==> src/rtl/los_pkg.sv <==
// Package: shared types for the loss-of-signal detector.
// Assumes: nothing beyond a single-bit mode selector.
package los_pkg;
    typedef enum logic {
        MODE_DS3 = 1'b0,
        MODE_E3  = 1'b1
    } line_mode_e;
endpackage

==> src/rtl/los_len_sel.sv <==
// Module: los_len_sel
// Turns the requested length into the effective run/window length.
// Assumes: MIN_LEN <= DEF_LEN <= MAX_LEN and all fit in LEN_W bits.
module los_len_sel #(
    parameter int LEN_W   = 8,
    parameter int MIN_LEN = 100,
    parameter int MAX_LEN = 250,
    parameter int DEF_LEN = 175
) (
    input  logic [LEN_W-1:0] req_len,
    output logic [LEN_W-1:0] eff_len
);
    localparam logic [LEN_W-1:0] MIN_V = LEN_W'(MIN_LEN);
    localparam logic [LEN_W-1:0] MAX_V = LEN_W'(MAX_LEN);
    localparam logic [LEN_W-1:0] DEF_V = LEN_W'(DEF_LEN);

    // Pick the default for zero, otherwise clamp into range.
    always_comb begin
        if (req_len == '0)        eff_len = DEF_V;
        else if (req_len < MIN_V) eff_len = MIN_V;
        else if (req_len > MAX_V) eff_len = MAX_V;
        else                      eff_len = req_len;
    end
endmodule

==> src/rtl/los_zero_run.sv <==
// Module: los_zero_run
// Counts consecutive zero samples, saturating at the effective length.
// Assumes: len >= 1; synchronous active-low reset.
module los_zero_run #(
    parameter int LEN_W = 8
) (
    input  logic             clk,
    input  logic             rst_n,
    input  logic             line_bit,
    input  logic [LEN_W-1:0] len,
    output logic             run_full
);
    localparam int CW = LEN_W + 1;

    logic [LEN_W-1:0] zcnt;
    logic [CW-1:0]    zcnt_inc;

    assign zcnt_inc = {1'b0, zcnt} + CW'(1);

    // The current zero completes a run of len zeros.
    assign run_full = !line_bit && (zcnt_inc >= {1'b0, len});

    // Zero-run counter: restarts on a one, saturates at len.
    always_ff @(posedge clk) begin
        if (!rst_n)               zcnt <= '0;
        else if (line_bit)        zcnt <= '0;
        else if (zcnt_inc <= {1'b0, len}) zcnt <= zcnt_inc[LEN_W-1:0];
        else                      zcnt <= len;
    end


    zero_restart_chk: assert property (@(posedge clk) disable iff (!rst_n)
        line_bit |=> (zcnt == '0));


    zero_run_bound_chk: assert property (@(posedge clk) disable iff (!rst_n)
        !line_bit |=> (zcnt <= $past(len)));
endmodule

==> src/rtl/los_density_win.sv <==
// Module: los_density_win
// Runs back-to-back windows of len samples while active and counts ones.
// Reports the last sample of a window and whether the window passed the
// density test for the selected mode.
// Assumes: len >= 1; counters idle at zero while inactive.
module los_density_win
    import los_pkg::*;
#(
    parameter int LEN_W = 8
) (
    input  logic             clk,
    input  logic             rst_n,
    input  logic             active,
    input  logic             line_bit,
    input  logic             mode_e3,
    input  logic [LEN_W-1:0] len,
    output logic             win_done,
    output logic             win_pass
);
    localparam int CW = LEN_W + 1;
    localparam int SW = LEN_W + 3;

    line_mode_e       mode;
    logic [LEN_W-1:0] wcnt;
    logic [LEN_W-1:0] ocnt;
    logic [CW-1:0]    wcnt_inc;
    logic [CW-1:0]    ones_tot;
    logic [SW-1:0]    scaled;

    assign mode     = line_mode_e'(mode_e3);
    assign wcnt_inc = {1'b0, wcnt} + CW'(1);
    assign ones_tot = {1'b0, ocnt} + CW'(line_bit);
    assign win_done = active && (wcnt_inc >= {1'b0, len});

    // Scale the ones count by 4 (E3) or 3 (DS3) and compare with len.
    always_comb begin
        if (mode == MODE_E3) scaled = {ones_tot, 2'b00};
        else                 scaled = {1'b0, ones_tot, 1'b0} + {2'b00, ones_tot};
        win_pass = scaled >= {3'b000, len};
    end

    // Window counters: idle when inactive, restart after each window.
    always_ff @(posedge clk) begin
        if (!rst_n || !active || win_done) begin
            wcnt <= '0;
            ocnt <= '0;
        end else begin
            wcnt <= wcnt_inc[LEN_W-1:0];
            ocnt <= ones_tot[LEN_W-1:0];
        end
    end


    win_count_bound_chk: assert property (@(posedge clk) disable iff (!rst_n)
        active |-> (wcnt < len));


    win_restart_chk: assert property (@(posedge clk) disable iff (!rst_n)
        win_done |=> (wcnt == '0 && ocnt == '0));


    ones_le_samples_chk: assert property (@(posedge clk) disable iff (!rst_n)
        ocnt <= wcnt);
endmodule

==> src/rtl/los_detector.sv <==
// Module: los_detector (top)
// Loss-of-signal alarm on the undecoded line bit: sets on a long zero run,
// clears on a passing ones-density window. Comes out of reset alarmed.
// Assumes: one sample per rising clk edge; synchronous active-low reset.
module los_detector #(
    parameter int LEN_W   = 8,
    parameter int MIN_LEN = 100,
    parameter int MAX_LEN = 250,
    parameter int DEF_LEN = 175
) (
    input  logic             clk,
    input  logic             rst_n,
    input  logic             mode_e3,
    input  logic             line_bit,
    input  logic [LEN_W-1:0] win_len,
    output logic             los
);
    logic [LEN_W-1:0] eff_len;
    logic             run_full;
    logic             win_done;
    logic             win_pass;

    los_len_sel #(
        .LEN_W(LEN_W), .MIN_LEN(MIN_LEN), .MAX_LEN(MAX_LEN), .DEF_LEN(DEF_LEN)
    ) u_len (
        .req_len(win_len),
        .eff_len(eff_len)
    );

    los_zero_run #(.LEN_W(LEN_W)) u_zero (
        .clk(clk), .rst_n(rst_n), .line_bit(line_bit),
        .len(eff_len), .run_full(run_full)
    );

    los_density_win #(.LEN_W(LEN_W)) u_win (
        .clk(clk), .rst_n(rst_n), .active(los), .line_bit(line_bit),
        .mode_e3(mode_e3), .len(eff_len),
        .win_done(win_done), .win_pass(win_pass)
    );

    // Alarm register: set has priority over clear.
    always_ff @(posedge clk) begin
        if (!rst_n)                     los <= 1'b1;
        else if (run_full)              los <= 1'b1;
        else if (win_done && win_pass)  los <= 1'b0;
    end


    len_in_range_chk: assert property (@(posedge clk) disable iff (!rst_n)
        (eff_len >= LEN_W'(MIN_LEN)) && (eff_len <= LEN_W'(MAX_LEN)));


    los_set_chk: assert property (@(posedge clk) disable iff (!rst_n)
        run_full |=> los);


    los_clear_chk: assert property (@(posedge clk) disable iff (!rst_n)
        $fell(los) |-> $past(win_done && win_pass));
endmodule

==> config.mk <==
export PLATFORM = sky130hd
export DESIGN_NAME = los_detector
export DESIGN_NICKNAME = d
export VERILOG_FILES = /design/src/rtl/los_pkg.sv /design/src/rtl/los_len_sel.sv /design/src/rtl/los_zero_run.sv /design/src/rtl/los_density_win.sv /design/src/rtl/los_detector.sv
export SDC_FILE = /design/constraint.sdc
export NUM_CORES = 1
export LEC_CHECK = 0
export ABC_CLOCK_PERIOD_IN_PS = 4300
export BUFFER_PORTS_ARGS = -buffer_cell sky130_fd_sc_hd__buf_4
export CORE_UTILIZATION = 32
export DETAILED_ROUTE_END_ITERATION = 12
export PLACE_DENSITY = 0.44
export SLEW_MARGIN = 20
export SYNTH_ARGS = -nofsm -noshare
export SYNTH_HDL_FRONTEND = slang
export SYNTH_SLANG_ARGS = --single-unit
==> constraint.sdc <==
create_clock -name clk -period 4.3 [get_ports clk]
set_clock_uncertainty 0.05 [all_clocks]
set_input_delay 0.86 -clock clk [delete_from_list [all_inputs] [get_ports clk]]
set_output_delay 0.86 -clock clk [all_outputs]
set_load 0.01 [all_outputs]
==> impl_metrics.xml, run 1 <==
<?xml version="1.0" encoding="UTF-8"?>
<metrics>
  <group name="die">
    <metric name="coreArea" unit="mm2">0.00773</metric>
    <metric name="floorplan.initialDensity" unit="">0.330</metric>
    <metric name="num_io_pins" unit="">13</metric>
    <metric name="rows" unit="">32</metric>
    <metric name="die_area" unit="mm2">0.00834</metric>
    <metric name="die_w" unit="um">91.3</metric>
    <metric name="die-height" unit="um">91.3</metric>
  </group>
  <group name="finish">
    <metric name="diodes" unit="">0</metric>
    <metric name="finish.net_count" unit="">386</metric>
    <metric name="synthToLayoutAreaGrowth" unit="%">12.8</metric>
    <metric name="mostFrequentLayoutCell" unit="">ha_1</metric>
    <metric name="final_area" unit="mm2">0.00288</metric>
    <metric name="mostFrequentLayoutCells" unit="">ha_1, buf_4, dfxtp_1</metric>
    <metric name="drive_gt1_frac" unit="">0.136</metric>
  </group>
  <group name="pwr">
    <metric name="switchingPower" unit="mW">0.166</metric>
    <metric name="ir_worst_vdd" unit="mV">0.105</metric>
    <metric name="power-per-cell-area" unit="mW/mm2">183</metric>
    <metric name="swShare" unit="">0.314</metric>
    <metric name="totalPowerFinal" unit="mW">0.528</metric>
    <metric name="pwr-share-seq" unit="">0.463</metric>
    <metric name="power.static_leakage" unit="nW">1.26</metric>
    <metric name="internal_power" unit="mW">0.362</metric>
    <metric name="power_frac_clock" unit="">0.290</metric>
    <metric name="combPwrFrac" unit="">0.246</metric>
  </group>
  <group name="synth">
    <metric name="syn_avg_cell_area" unit="um2">8.03</metric>
    <metric name="synth_top_flop_cell" unit="">dfxtp_1</metric>
    <metric name="synth_seq_area_share" unit="">0.196</metric>
    <metric name="netlist_top_cells_area" unit="">dfxtp_1, ha_1, xnor2_1</metric>
    <metric name="synthArstFlopShare" unit="">0</metric>
    <metric name="synth-seq-cells" unit="">25</metric>
    <metric name="ys_types" unit="">59</metric>
    <metric name="synthesis.yosys.warnings" unit="">0</metric>
    <metric name="syn_inst" unit="">318</metric>
    <metric name="synth_top_cell_area_share" unit="">0.196</metric>
    <metric name="synth_top_cell_by_area" unit="">dfxtp_1</metric>
    <metric name="syn_area" unit="mm2">0.00255</metric>
    <metric name="synthesis.nets" unit="">366</metric>
    <metric name="number_of_flops_mapped_to_enable_cells_by_yosys" unit="">0</metric>
  </group>
  <group name="clocking">
    <metric name="tritoncts.num_buffers" unit="">3</metric>
    <metric name="clk_transition_reported_paths" unit="ns">0.10</metric>
    <metric name="clk-insertion-delay-late" unit="ns">0.28</metric>
    <metric name="cts_setup_buffers" unit="">0</metric>
    <metric name="numClockSinks" unit="">25</metric>
    <metric name="cts.hold.buffers_added" unit="">0</metric>
    <metric name="cts-root-to-sink-buffers" unit="">2</metric>
    <metric name="cts_tree" unit="">done</metric>
    <metric name="cts.htree.levels" unit="">1</metric>
    <metric name="clk_root_buffer_cell" unit="">clkbuf_8</metric>
    <metric name="ctsResizeCount" unit="">0</metric>
  </group>
  <group name="place">
    <metric name="detailedPlace.worstSlack" unit="ns">0.0675</metric>
    <metric name="buffer_ports.inserted" unit="">12</metric>
    <metric name="dpl.hpwl" unit="um">5310</metric>
    <metric name="placed_cell_area" unit="mm2">0.00283</metric>
    <metric name="gp_congestion" unit="">0.820</metric>
  </group>
  <group name="timing">
    <metric name="final-setup-viol-count" unit="">0</metric>
    <metric name="final_period_minus_worst_setup_slack" unit="ns">3.99</metric>
    <metric name="fin_setup_tns" unit="ns">0</metric>
    <metric name="fmaxAchievable" unit="MHz">251</metric>
    <metric name="rsz0062_at_grt" unit="">no</metric>
    <metric name="tightestPinTransition" unit="ns">0.752</metric>
    <metric name="number_of_hold_violations_in_the_final_report" unit="">0</metric>
    <metric name="final_report_max_slew_violation_count" unit="">0</metric>
    <metric name="fin_hold_ws" unit="ns">0.476</metric>
    <metric name="setup_slack" unit="ns">0.313</metric>
    <metric name="post-route-period-util" unit="">0.927</metric>
    <metric name="worst_slew_margin_rel" unit="">0.494</metric>
  </group>
  <group name="global_route">
    <metric name="grt-ovfl-total" unit="">0</metric>
    <metric name="first_global_vias" unit="">2319</metric>
    <metric name="grt_antenna_before_repair" unit="">0</metric>
    <metric name="global_route_wire_length_before_repair" unit="um">11500</metric>
    <metric name="globalRouteTotalUtil" unit="">0.172</metric>
    <metric name="maximum_number_of_pins_on_one_net_before_global_route_repair" unit="">16</metric>
  </group>
  <group name="worst_setup_path">
    <metric name="critPathMaxStageDelay" unit="ns">0.47</metric>
    <metric name="cp-endpoint" unit="">los$_SDFFE_PP1P_</metric>
    <metric name="timing.setup.critical_path_class" unit="">primary input to flip-flop</metric>
    <metric name="worst_ep_arrival_time" unit="ns">4.15</metric>
    <metric name="cp-end-kind" unit="">flip-flop</metric>
    <metric name="critical_path.cell_chain" unit="">buf_4 &gt; ha_1 &gt; ha_1 &gt; ha_1 &gt; or4b_1 &gt; o2bb2ai_1 &gt; a22oi_1 &gt; o211ai_2 &gt; xnor2_1 &gt; o21ai_1 &gt; ha_1 &gt; a21o_1 &gt; a21oi_1 &gt; o21ai_0 &gt; nor3_1 &gt; o211ai_1 &gt; o21ai_1</metric>
    <metric name="cp_max_fo" unit="">4</metric>
    <metric name="cp-start-kind" unit="">primary input</metric>
    <metric name="cp_data_required_time" unit="ns">4.47</metric>
    <metric name="critical_path.startpoint" unit="">line_bit</metric>
    <metric name="worst_r2r_path_depth" unit="">18</metric>
    <metric name="critical_path.reg2reg.endpoint" unit="">los$_SDFFE_PP1P_</metric>
    <metric name="ff2ff_setup_slack" unit="ns">0.59</metric>
    <metric name="worstReg2RegStart" unit="">u_win.ocnt[2]$_SDFF_PP0_</metric>
    <metric name="highest_delay_cell_along_the_critical_path" unit="">or4b_1</metric>
    <metric name="critPathMostFrequentCell" unit="">ha_1</metric>
  </group>
  <group name="detailed_routing">
    <metric name="post-route-drc-count" unit="">0</metric>
    <metric name="wl" unit="um">6830</metric>
    <metric name="routed_via_density" unit="">5.38</metric>
    <metric name="total_number_of_vias" unit="">2363</metric>
    <metric name="drt_iter0_markers" unit="">80</metric>
    <metric name="drt-pass1-iter-count" unit="">4</metric>
    <metric name="wire_per_inst" unit="um">15.6</metric>
    <metric name="ant_nets" unit="">0</metric>
  </group>
  <group name="worst_hold_path">
    <metric name="hold_path_class" unit="">flip-flop to flip-flop</metric>
  </group>
  <group name="run">
    <metric name="max-cap-violations" unit="">0</metric>
  </group>
  <group name="run_status">
    <metric name="outcome" unit="">complete, no violations</metric>
  </group>
</metrics>
[power groups by stage]
stage | Sequential [mW] | Combinational (mW) | Clock [mW]
after floorplan | 0.247 | 0.0858 | 0
after global placement | 0.250 | 0.129 | 0
after detailed placement | 0.250 | 0.128 | 0
after CTS | 0.245 | 0.131 | 0.161
after global routing | 0.246 | 0.146 | 0.171
final | 0.245 | 0.130 | 0.153
[synth_stat cells (9+ instances only)]
library cell	count
nor2_1	23
a211oi_1	10
xnor2_1	16
nand3_1	11
nand2_1	24
ha_1	36
a21oi_1	20
and3_1	12
o21ai_0	9
nand4_1	9
dfxtp_1	25
nor3_1	11
[layout make-up]
cell class	instances	area, um2
clock inverters	1	7.51
well taps	102	128
fillers	813	4850
inverters	7	26.3
multi-input cells	271	1950
clock buffers	3	41.3
flip-flops and latches	25	500
repair buffers	30	225
[worst min path at each step]
stage | start | to | slack (ns) | cells after the start
after floorplan | u_win.wcnt[0]$_SDFF_PP0_ | u_win.wcnt[0]$_SDFF_PP0_ | 0.41 | 1
after global placement | u_win.wcnt[0]$_SDFF_PP0_ | u_win.wcnt[0]$_SDFF_PP0_ | 0.46 | 1
after detailed placement | u_win.wcnt[0]$_SDFF_PP0_ | u_win.wcnt[0]$_SDFF_PP0_ | 0.46 | 1
after CTS | u_win.wcnt[0]$_SDFF_PP0_ | u_win.wcnt[0]$_SDFF_PP0_ | 0.49 | 1
after global routing | u_win.wcnt[0]$_SDFF_PP0_ | u_win.wcnt[0]$_SDFF_PP0_ | 0.53 | 1
final | u_win.wcnt[0]$_SDFF_PP0_ | u_win.wcnt[0]$_SDFF_PP0_ | 0.48 | 1
[metrics by stage]
stage,utilization,std cells
floorplan,-,318
global placement,0.366,435
detailed placement,0.366,435
CTS,0.373,439
global route,0.373,439
finish,0.373,439
[per-layer routing]
| layer | track usage | routed length (um) | share of wire |
|---|---|---|---|
| met5 | 0 | 0 | 0 |
| met1 | 0.261 | 3650 | 0.53 |
| met3 | 0.0159 | 175 | 0.026 |
| met2 | 0.264 | 2970 | 0.43 |
| met4 | 0.0317 | 30 | 0.0044 |
[flip-flops by register name (all words and copies together) (netlist names)]
name	count
u_win.ocnt	8
u_win.wcnt	8
u_zero.zcnt	8
los	1
[critical path, delay by kind of cell]
family                     cells  cell delay [ns]
AOI/OAI and AO/OA              9             1.22
adders and majority gates      4             1.12
and+or+nand+nor                2             0.66
xor gates and xnor gates       1             0.16
buffers and inverters          1             0.13
[logic make-up (layout without fill, tap and decap cells)]
group,after synthesis,count (layout),share of synthesized area
AND/OR/NAND/NOR,122,122,0.257
buffers and inverters,22,41,0.0397
multiplexers,4,4,0.0167
flip-flops,25,25,0.196
AO/OA/AOI/OAI,84,84,0.223
XOR/XNOR,25,25,0.0917
adder cells (fa/ha/maj),36,36,0.176
Power figures use the tool's default switching activity.
==> run 2: changes to the inputs <==
--- a/config.mk
+++ b/config.mk
@@ -13,4 +13,5 @@
 export SLEW_MARGIN = 20
 export SYNTH_ARGS = -nofsm -noshare
 export SYNTH_HDL_FRONTEND = slang
+export SYNTH_HIERARCHICAL = 1
 export SYNTH_SLANG_ARGS = --single-unit
==> impl_metrics.xml, run 2 <==
<?xml version="1.0" encoding="UTF-8"?>
<metrics>
  <group name="finish">
    <metric name="synthToLayoutAreaGrowth" unit="%">12.5</metric>
    <metric name="diodes" unit="">0</metric>
    <metric name="final_area" unit="mm2">0.00311</metric>
    <metric name="mostFrequentLayoutCell" unit="">nand2_1</metric>
    <metric name="layoutNonFillerInstCount" unit="">479</metric>
    <metric name="filler_cell_count" unit="">872</metric>
    <metric name="drive_gt1_frac" unit="">0.155</metric>
    <metric name="multi_input_comb_area" unit="mm2">0.00211</metric>
    <metric name="mostFrequentLayoutCells" unit="">nand2_1, ha_1, buf_4</metric>
    <metric name="finish.net_count" unit="">422</metric>
    <metric name="reg_top3" unit="">u_win/ocnt (8), u_win/wcnt (8), u_zero/zcnt (8)</metric>
    <metric name="seqCellArea" unit="um2">500</metric>
  </group>
  <group name="die">
    <metric name="die_w" unit="um">95.0</metric>
    <metric name="num_io_pins" unit="">13</metric>
    <metric name="floorplan.initialDensity" unit="">0.333</metric>
    <metric name="die-height" unit="um">95.0</metric>
    <metric name="die_area" unit="mm2">0.00902</metric>
    <metric name="coreArea" unit="mm2">0.00830</metric>
    <metric name="rows" unit="">33</metric>
  </group>
  <group name="timing">
    <metric name="final_period_minus_worst_setup_slack" unit="ns">4.03</metric>
    <metric name="number_of_hold_violations_in_the_final_report" unit="">0</metric>
    <metric name="fmaxAchievable" unit="MHz">248</metric>
    <metric name="final-setup-viol-count" unit="">0</metric>
    <metric name="final_report_max_slew_violation_count" unit="">0</metric>
    <metric name="post-route-period-util" unit="">0.937</metric>
    <metric name="worst_slew_margin_rel" unit="">0.320</metric>
    <metric name="rsz0062_at_grt" unit="">no</metric>
    <metric name="tightestPinTransition" unit="ns">1.02</metric>
  </group>
  <group name="global_route">
    <metric name="grtUsageMet3" unit="">0.0169</metric>
    <metric name="maximum_number_of_pins_on_one_net_before_global_route_repair" unit="">20</metric>
    <metric name="globalRouteMet1Util" unit="">0.231</metric>
    <metric name="grt-ovfl-total" unit="">0</metric>
    <metric name="global_route_wire_length_before_repair" unit="um">12000</metric>
    <metric name="first_global_vias" unit="">2504</metric>
    <metric name="globalRouteTotalUtil" unit="">0.168</metric>
    <metric name="top_usage_layer" unit="">met2</metric>
    <metric name="grt_util_met2" unit="">0.279</metric>
    <metric name="grt_antenna_before_repair" unit="">0</metric>
  </group>
  <group name="synth">
    <metric name="synth_common_cells" unit="">nand2_1, ha_1, dfxtp_1</metric>
    <metric name="synth-adder-area-share" unit="">0.158</metric>
    <metric name="synth_top_flop_cell" unit="">dfxtp_1</metric>
    <metric name="compound_gate_fraction_of_synth_area" unit="">0.218</metric>
    <metric name="netlist_top_cells_area" unit="">dfxtp_1, ha_1, nand2_1</metric>
    <metric name="synth_top_cell_by_area" unit="">dfxtp_1</metric>
    <metric name="synthesis.nets" unit="">398</metric>
    <metric name="yosys.area_share.xor_xnor" unit="">0.0878</metric>
    <metric name="synthArstFlopShare" unit="">0</metric>
    <metric name="synth_seq_area_share" unit="">0.181</metric>
    <metric name="number_of_flops_mapped_to_enable_cells_by_yosys" unit="">0</metric>
    <metric name="syn_area" unit="mm2">0.00277</metric>
    <metric name="fraction_of_the_mapped_netlist_area_in_simple_logic_gates" unit="">0.247</metric>
    <metric name="synth_top_family_by_area" unit="">simple AND/OR/NAND/NOR gates</metric>
    <metric name="synth_top_cell_area_share" unit="">0.181</metric>
    <metric name="syn_inst" unit="">351</metric>
    <metric name="ys_types" unit="">62</metric>
    <metric name="synth-seq-cells" unit="">25</metric>
    <metric name="synth.area.mux_share" unit="">0.0493</metric>
    <metric name="most_numerous_cell_in_the_yosys_netlist" unit="">nand2_1</metric>
    <metric name="synthesis.yosys.warnings" unit="">6</metric>
    <metric name="syn_avg_cell_area" unit="um2">7.88</metric>
  </group>
  <group name="place">
    <metric name="numPlacedInstances" unit="">475</metric>
    <metric name="dpl.hpwl" unit="um">5500</metric>
    <metric name="placed_cell_area" unit="mm2">0.00306</metric>
    <metric name="gp_congestion" unit="">0.787</metric>
    <metric name="buffer_ports.inserted" unit="">12</metric>
  </group>
  <group name="worst_setup_path">
    <metric name="critical_path.cell_chain" unit="">buf_4 &gt; ha_1 &gt; ha_1 &gt; nand3_4 &gt; nor2_2 &gt; xor2_1 &gt; ha_1 &gt; nor4bb_1 &gt; nand3_1 &gt; or4bb_1 &gt; mux2_2 &gt; o21ai_2 &gt; ha_1 &gt; a221oi_1 &gt; o211ai_1 &gt; nand2_1 &gt; a211o_1</metric>
    <metric name="worst_ep_arrival_time" unit="ns">4.21</metric>
    <metric name="cp-start-kind" unit="">primary input</metric>
    <metric name="critPathMostFrequentCell" unit="">ha_1</metric>
    <metric name="timing.setup.critical_path_class" unit="">primary input to flip-flop</metric>
    <metric name="highest_delay_cell_along_the_critical_path" unit="">or4bb_1</metric>
    <metric name="cp_max_fo" unit="">5</metric>
    <metric name="critical_path.startpoint" unit="">line_bit</metric>
    <metric name="cp_data_required_time" unit="ns">4.48</metric>
    <metric name="worstReg2RegStart" unit="">u_win/ocnt[0]$_SDFF_PP0_</metric>
    <metric name="critPathMaxStageDelay" unit="ns">0.50</metric>
    <metric name="cp-end-kind" unit="">flip-flop</metric>
  </group>
  <group name="clocking">
    <metric name="tritoncts.num_buffers" unit="">3</metric>
    <metric name="clk_root_buffer_cell" unit="">clkbuf_8</metric>
    <metric name="cts_tree" unit="">done</metric>
    <metric name="cts_setup_buffers" unit="">0</metric>
    <metric name="cts.htree.levels" unit="">1</metric>
    <metric name="clk_transition_reported_paths" unit="ns">0.10</metric>
    <metric name="cts-root-to-sink-buffers" unit="">2</metric>
    <metric name="clk-insertion-delay-late" unit="ns">0.27</metric>
    <metric name="cts.hold.buffers_added" unit="">0</metric>
    <metric name="numClockSinks" unit="">25</metric>
  </group>
  <group name="pwr">
    <metric name="switchingPower" unit="mW">0.169</metric>
    <metric name="totalPowerFinal" unit="mW">0.534</metric>
    <metric name="internal_power" unit="mW">0.365</metric>
    <metric name="pwr-share-seq" unit="">0.454</metric>
    <metric name="power-per-cell-area" unit="mW/mm2">172</metric>
    <metric name="ir_worst_vdd" unit="mV">0.112</metric>
    <metric name="swShare" unit="">0.317</metric>
    <metric name="power.static_leakage" unit="nW">1.47</metric>
    <metric name="power_frac_clock" unit="">0.279</metric>
    <metric name="combPwrFrac" unit="">0.267</metric>
  </group>
  <group name="detailed_routing">
    <metric name="post-route-drc-count" unit="">0</metric>
    <metric name="drt-pass1-iter-count" unit="">4</metric>
    <metric name="ant_nets" unit="">0</metric>
    <metric name="wl" unit="um">6860</metric>
    <metric name="routed_via_density" unit="">5.20</metric>
    <metric name="drt_iter0_markers" unit="">95</metric>
    <metric name="wire_per_inst" unit="um">14.3</metric>
    <metric name="total_number_of_vias" unit="">2492</metric>
  </group>
  <group name="worst_hold_path">
    <metric name="worst_hold_launch" unit="">los$_SDFFE_PP1P_</metric>
    <metric name="hold_path_class" unit="">flip-flop to flip-flop</metric>
  </group>
  <group name="run">
    <metric name="max-cap-violations" unit="">0</metric>
  </group>
  <group name="run_status">
    <metric name="outcome" unit="">complete, no violations</metric>
  </group>
</metrics>
-- run 2: final timing paths --
check / to / slack, ns / cells past startpoint
setup reg to reg: los$_SDFFE_PP1P_ / 0.65 / 16
hold / removal: u_win/wcnt[1]$_SDFF_PP0_ / 0.49 / 2
setup / recovery: los$_SDFFE_PP1P_ / 0.27 / 17
hold reg to reg: u_win/wcnt[1]$_SDFF_PP0_ / 0.49 / 2
-- run 2: layout make-up --
cell class	instances	area share
clock buffers	3	0.0133
well taps	105	0.0422
inverters	21	0.0253
clock inverters	1	0.00161
flip-flops and latches	25	0.161
multi-input cells	291	0.677
repair buffers	33	0.0796
-- run 2: timing repair --
action / CTS / global route
setup endpoints to repair: 0 / 1
hold endpoints to repair: 0 / 0
resized for setup: 0 / 1
-- run 2: cell families (layout without fill, tap and decap cells) --
logic type / Yosys count / in the layout
AOI/OAI and AO/OA: 89 / 89
xor gates and xnor gates: 26 / 26
adders and majority gates: 35 / 35
buffers and inverters: 35 / 58
DFF: 25 / 25
muxes: 12 / 12
and+or+nand+nor: 129 / 129
-- run 2: critical path, delay by kind of cell --
kind / cells / cell delay (ns)
compound gates: 4 / 0.62
xor+xnor: 1 / 0.24
buf+inv: 1 / 0.10
fa+ha+maj: 4 / 0.99
mux: 1 / 0.29
simple gates: 6 / 1.13
-- run 2: power groups by stage --
| stage | Combinational, mW | Sequential [mW] | Clock, mW |
|---|---|---|---|
| floorplan | 0.0975 | 0.246 | 0 |
| global placement | 0.141 | 0.248 | 0 |
| detailed placement | 0.141 | 0.248 | 0 |
| CTS | 0.143 | 0.242 | 0.156 |
| global route | 0.164 | 0.243 | 0.163 |
| finish | 0.143 | 0.242 | 0.149 |
-- run 2: per-stage QoR --
stage	setup slack, ns	util	TNS, ns	hold slack [ns]
final	0.269	0.375	0	0.494
after global routing	0.0232	0.375	0	0.535
after floorplan	0.147	-	0	0.418
after detailed placement	-0.0240	0.369	-0.0240	0.470
after CTS	0.238	0.374	0	0.492
after global placement	0.0215	0.369	0	0.466
-- run 2: layer usage --
layer | share of wire | up-vias
met5 | 0 | -
met4 | 0.0090 | 0
met3 | 0.021 | 6
met2 | 0.45 | 36
met1 | 0.52 | 1143
li1 | - | 1307
==> run 3: changes to the inputs <==
--- a/config.mk
+++ b/config.mk
@@ -8,6 +8,7 @@
 export ABC_CLOCK_PERIOD_IN_PS = 4300
 export BUFFER_PORTS_ARGS = -buffer_cell sky130_fd_sc_hd__buf_4
 export CORE_UTILIZATION = 32
+export CTS_BUF_LIST = sky130_fd_sc_hd__clkbuf_16
 export DETAILED_ROUTE_END_ITERATION = 12
 export PLACE_DENSITY = 0.44
 export SLEW_MARGIN = 20
==> impl_metrics.xml, run 3 (synthesis gave the netlist of run 2 again) <==
<?xml version="1.0" encoding="UTF-8"?>
<metrics>
  <group name="worst_setup_path">
    <metric name="cp-end-kind" unit="">flip-flop</metric>
    <metric name="cp-start-kind" unit="">primary input</metric>
    <metric name="timing.setup.critical_path_class" unit="">primary input to flip-flop</metric>
    <metric name="worst_ep_arrival_time" unit="ns">4.16</metric>
    <metric name="cp_max_fo" unit="">5</metric>
    <metric name="cp_data_required_time" unit="ns">4.46</metric>
  </group>
  <group name="finish">
    <metric name="final_area" unit="mm2">0.00315</metric>
    <metric name="drive_gt1_frac" unit="">0.158</metric>
    <metric name="mostFrequentLayoutCells" unit="">nand2_1, ha_1, buf_4</metric>
    <metric name="mostFrequentLayoutCell" unit="">nand2_1</metric>
    <metric name="reg_top3" unit="">u_win/ocnt (8), u_win/wcnt (8), u_zero/zcnt (8)</metric>
    <metric name="diodes" unit="">0</metric>
    <metric name="synthToLayoutAreaGrowth" unit="%">13.8</metric>
    <metric name="fin_util" unit="">0.379</metric>
    <metric name="layoutNonFillerInstCount" unit="">479</metric>
    <metric name="finish.net_count" unit="">422</metric>
  </group>
  <group name="place">
    <metric name="buffer_ports.inserted" unit="">12</metric>
    <metric name="numPlacedInstances" unit="">475</metric>
    <metric name="placed_cell_area" unit="mm2">0.00306</metric>
    <metric name="dpl.hpwl" unit="um">5500</metric>
    <metric name="gp_congestion" unit="">0.787</metric>
  </group>
  <group name="timing">
    <metric name="tightestPinTransition" unit="ns">1.02</metric>
    <metric name="final_report_max_slew_violation_count" unit="">0</metric>
    <metric name="final_period_minus_worst_setup_slack" unit="ns">4.00</metric>
    <metric name="post-route-period-util" unit="">0.930</metric>
    <metric name="fmaxAchievable" unit="MHz">250</metric>
    <metric name="final-setup-viol-count" unit="">0</metric>
    <metric name="number_of_hold_violations_in_the_final_report" unit="">0</metric>
    <metric name="worst_slew_margin_rel" unit="">0.319</metric>
    <metric name="rsz0062_at_grt" unit="">no</metric>
  </group>
  <group name="detailed_routing">
    <metric name="ant_nets" unit="">0</metric>
    <metric name="drt_iter0_markers" unit="">80</metric>
    <metric name="wl" unit="um">6840</metric>
    <metric name="post-route-drc-count" unit="">0</metric>
    <metric name="wire_per_inst" unit="um">14.3</metric>
    <metric name="total_number_of_vias" unit="">2476</metric>
    <metric name="routed_via_density" unit="">5.17</metric>
    <metric name="drt-pass1-iter-count" unit="">4</metric>
  </group>
  <group name="run">
    <metric name="max-cap-violations" unit="">0</metric>
  </group>
  <group name="run_status">
    <metric name="outcome" unit="">complete, no violations</metric>
  </group>
  <group name="clocking">
    <metric name="cts.hold.buffers_added" unit="">0</metric>
    <metric name="numClockSinks" unit="">25</metric>
    <metric name="clk_root_buffer_cell" unit="">clkbuf_16</metric>
    <metric name="cts.htree.levels" unit="">1</metric>
    <metric name="clk-insertion-delay-late" unit="ns">0.26</metric>
    <metric name="tritoncts.num_buffers" unit="">3</metric>
    <metric name="cts-root-to-sink-buffers" unit="">2</metric>
    <metric name="cts_tree" unit="">done</metric>
    <metric name="clk_transition_reported_paths" unit="ns">0.07</metric>
    <metric name="cts_setup_buffers" unit="">0</metric>
  </group>
  <group name="global_route">
    <metric name="first_global_vias" unit="">2505</metric>
    <metric name="maximum_number_of_pins_on_one_net_before_global_route_repair" unit="">20</metric>
    <metric name="grt-ovfl-total" unit="">0</metric>
    <metric name="global_route_wire_length_before_repair" unit="um">12000</metric>
    <metric name="grt_antenna_before_repair" unit="">0</metric>
    <metric name="globalRouteTotalUtil" unit="">0.167</metric>
  </group>
  <group name="pwr">
    <metric name="power-per-cell-area" unit="mW/mm2">191</metric>
    <metric name="power.static_leakage" unit="nW">1.49</metric>
    <metric name="ir_worst_vdd" unit="mV">0.145</metric>
  </group>
  <group name="worst_hold_path">
    <metric name="hold_path_class" unit="">flip-flop to flip-flop</metric>
  </group>
  <group name="die">
    <metric name="die_area" unit="mm2">0.00902</metric>
    <metric name="coreArea" unit="mm2">0.00830</metric>
    <metric name="floorplan.initialDensity" unit="">0.333</metric>
    <metric name="rows" unit="">33</metric>
    <metric name="die-height" unit="um">95.0</metric>
    <metric name="num_io_pins" unit="">13</metric>
    <metric name="die_w" unit="um">95.0</metric>
  </group>
</metrics>
==> run 3: cell types whose count changed in the layout (fill, tap and decap cells not counted) <==
cell	previous run	this run
clkbuf_16	0	3
clkbuf_8	3	0
ha_1	35	34
ha_2	0	1
==> run 3: repair_timing <==
action,in CTS,in global routing
endpoints found under the hold margin,0,0
gates resized for setup,0,2
setup endpoints to repair,0,1
==> run 3: stage by stage <==
stage / setup WS, ns / hold slack, ns / power [mW] / TNS, ns
floorplan: 0.147 / 0.418 / 0.344 / 0
global placement: 0.0215 / 0.466 / 0.388 / 0
detailed placement: -0.0240 / 0.470 / 0.389 / -0.0240
CTS: 0.218 / 0.488 / 0.607 / 0
global route: 0.0612 / 0.530 / 0.637 / 0
finish: 0.299 / 0.489 / 0.599 / 0
==> run 3: worst max-delay path: stages <==
cell      delay, ns
buf_4          0.10
ha_1           0.17
ha_2           0.23
nand3_4        0.11
nor2_2         0.15
xor2_1         0.24
ha_1           0.32
nor4bb_1       0.15
nand3_1        0.12
or4bb_1        0.50
mux2_2         0.29
o21ai_2        0.12
ha_1           0.24
a221oi_1       0.26
o211ai_1       0.13
nand2_1        0.08
a211o_1        0.11
==> run 3: final timing paths <==
kind	start	to	slack, ns	cells past startpoint
worst max-delay path	line_bit	los$_SDFFE_PP1P_	0.30	17
worst min-delay path	los$_SDFFE_PP1P_	u_win/wcnt[1]$_SDFF_PP0_	0.49	2
worst min register to register	los$_SDFFE_PP1P_	u_win/wcnt[1]$_SDFF_PP0_	0.49	2
worst max register to register	u_win/ocnt[0]$_SDFF_PP0_	los$_SDFFE_PP1P_	0.70	16
==> run 3: cell type report <==
cell class                      instances  area, um2
Clock buffer                            3       75.1
Clock inverter                          1       5.00
Fill cell                             861       5150
Inverter                               21       78.8
Multi-Input combinational cell        291       2110
Sequential cell                        25        500
Tap cell                              105        131
Timing Repair Buffer                   33        248
==> run 3: layer usage <==
metal	wire, um	vias to the layer above	part of all wire	global-route usage
met5	0	-	0	0
met4	62	0	0.0091	0.0404
met3	122	6	0.018	0.0145
met2	3070	33	0.45	0.279
met1	3590	1128	0.52	0.231
li1	-	1309	-	-
==> run 3: power breakdown <==
group	switching (mW)	total (mW)	internal [mW]	leakage [nW]
sequential	0.00508	0.242	0.237	0.203
combinational	0.0799	0.143	0.0627	1.24
clock	0.0890	0.215	0.126	0.0409
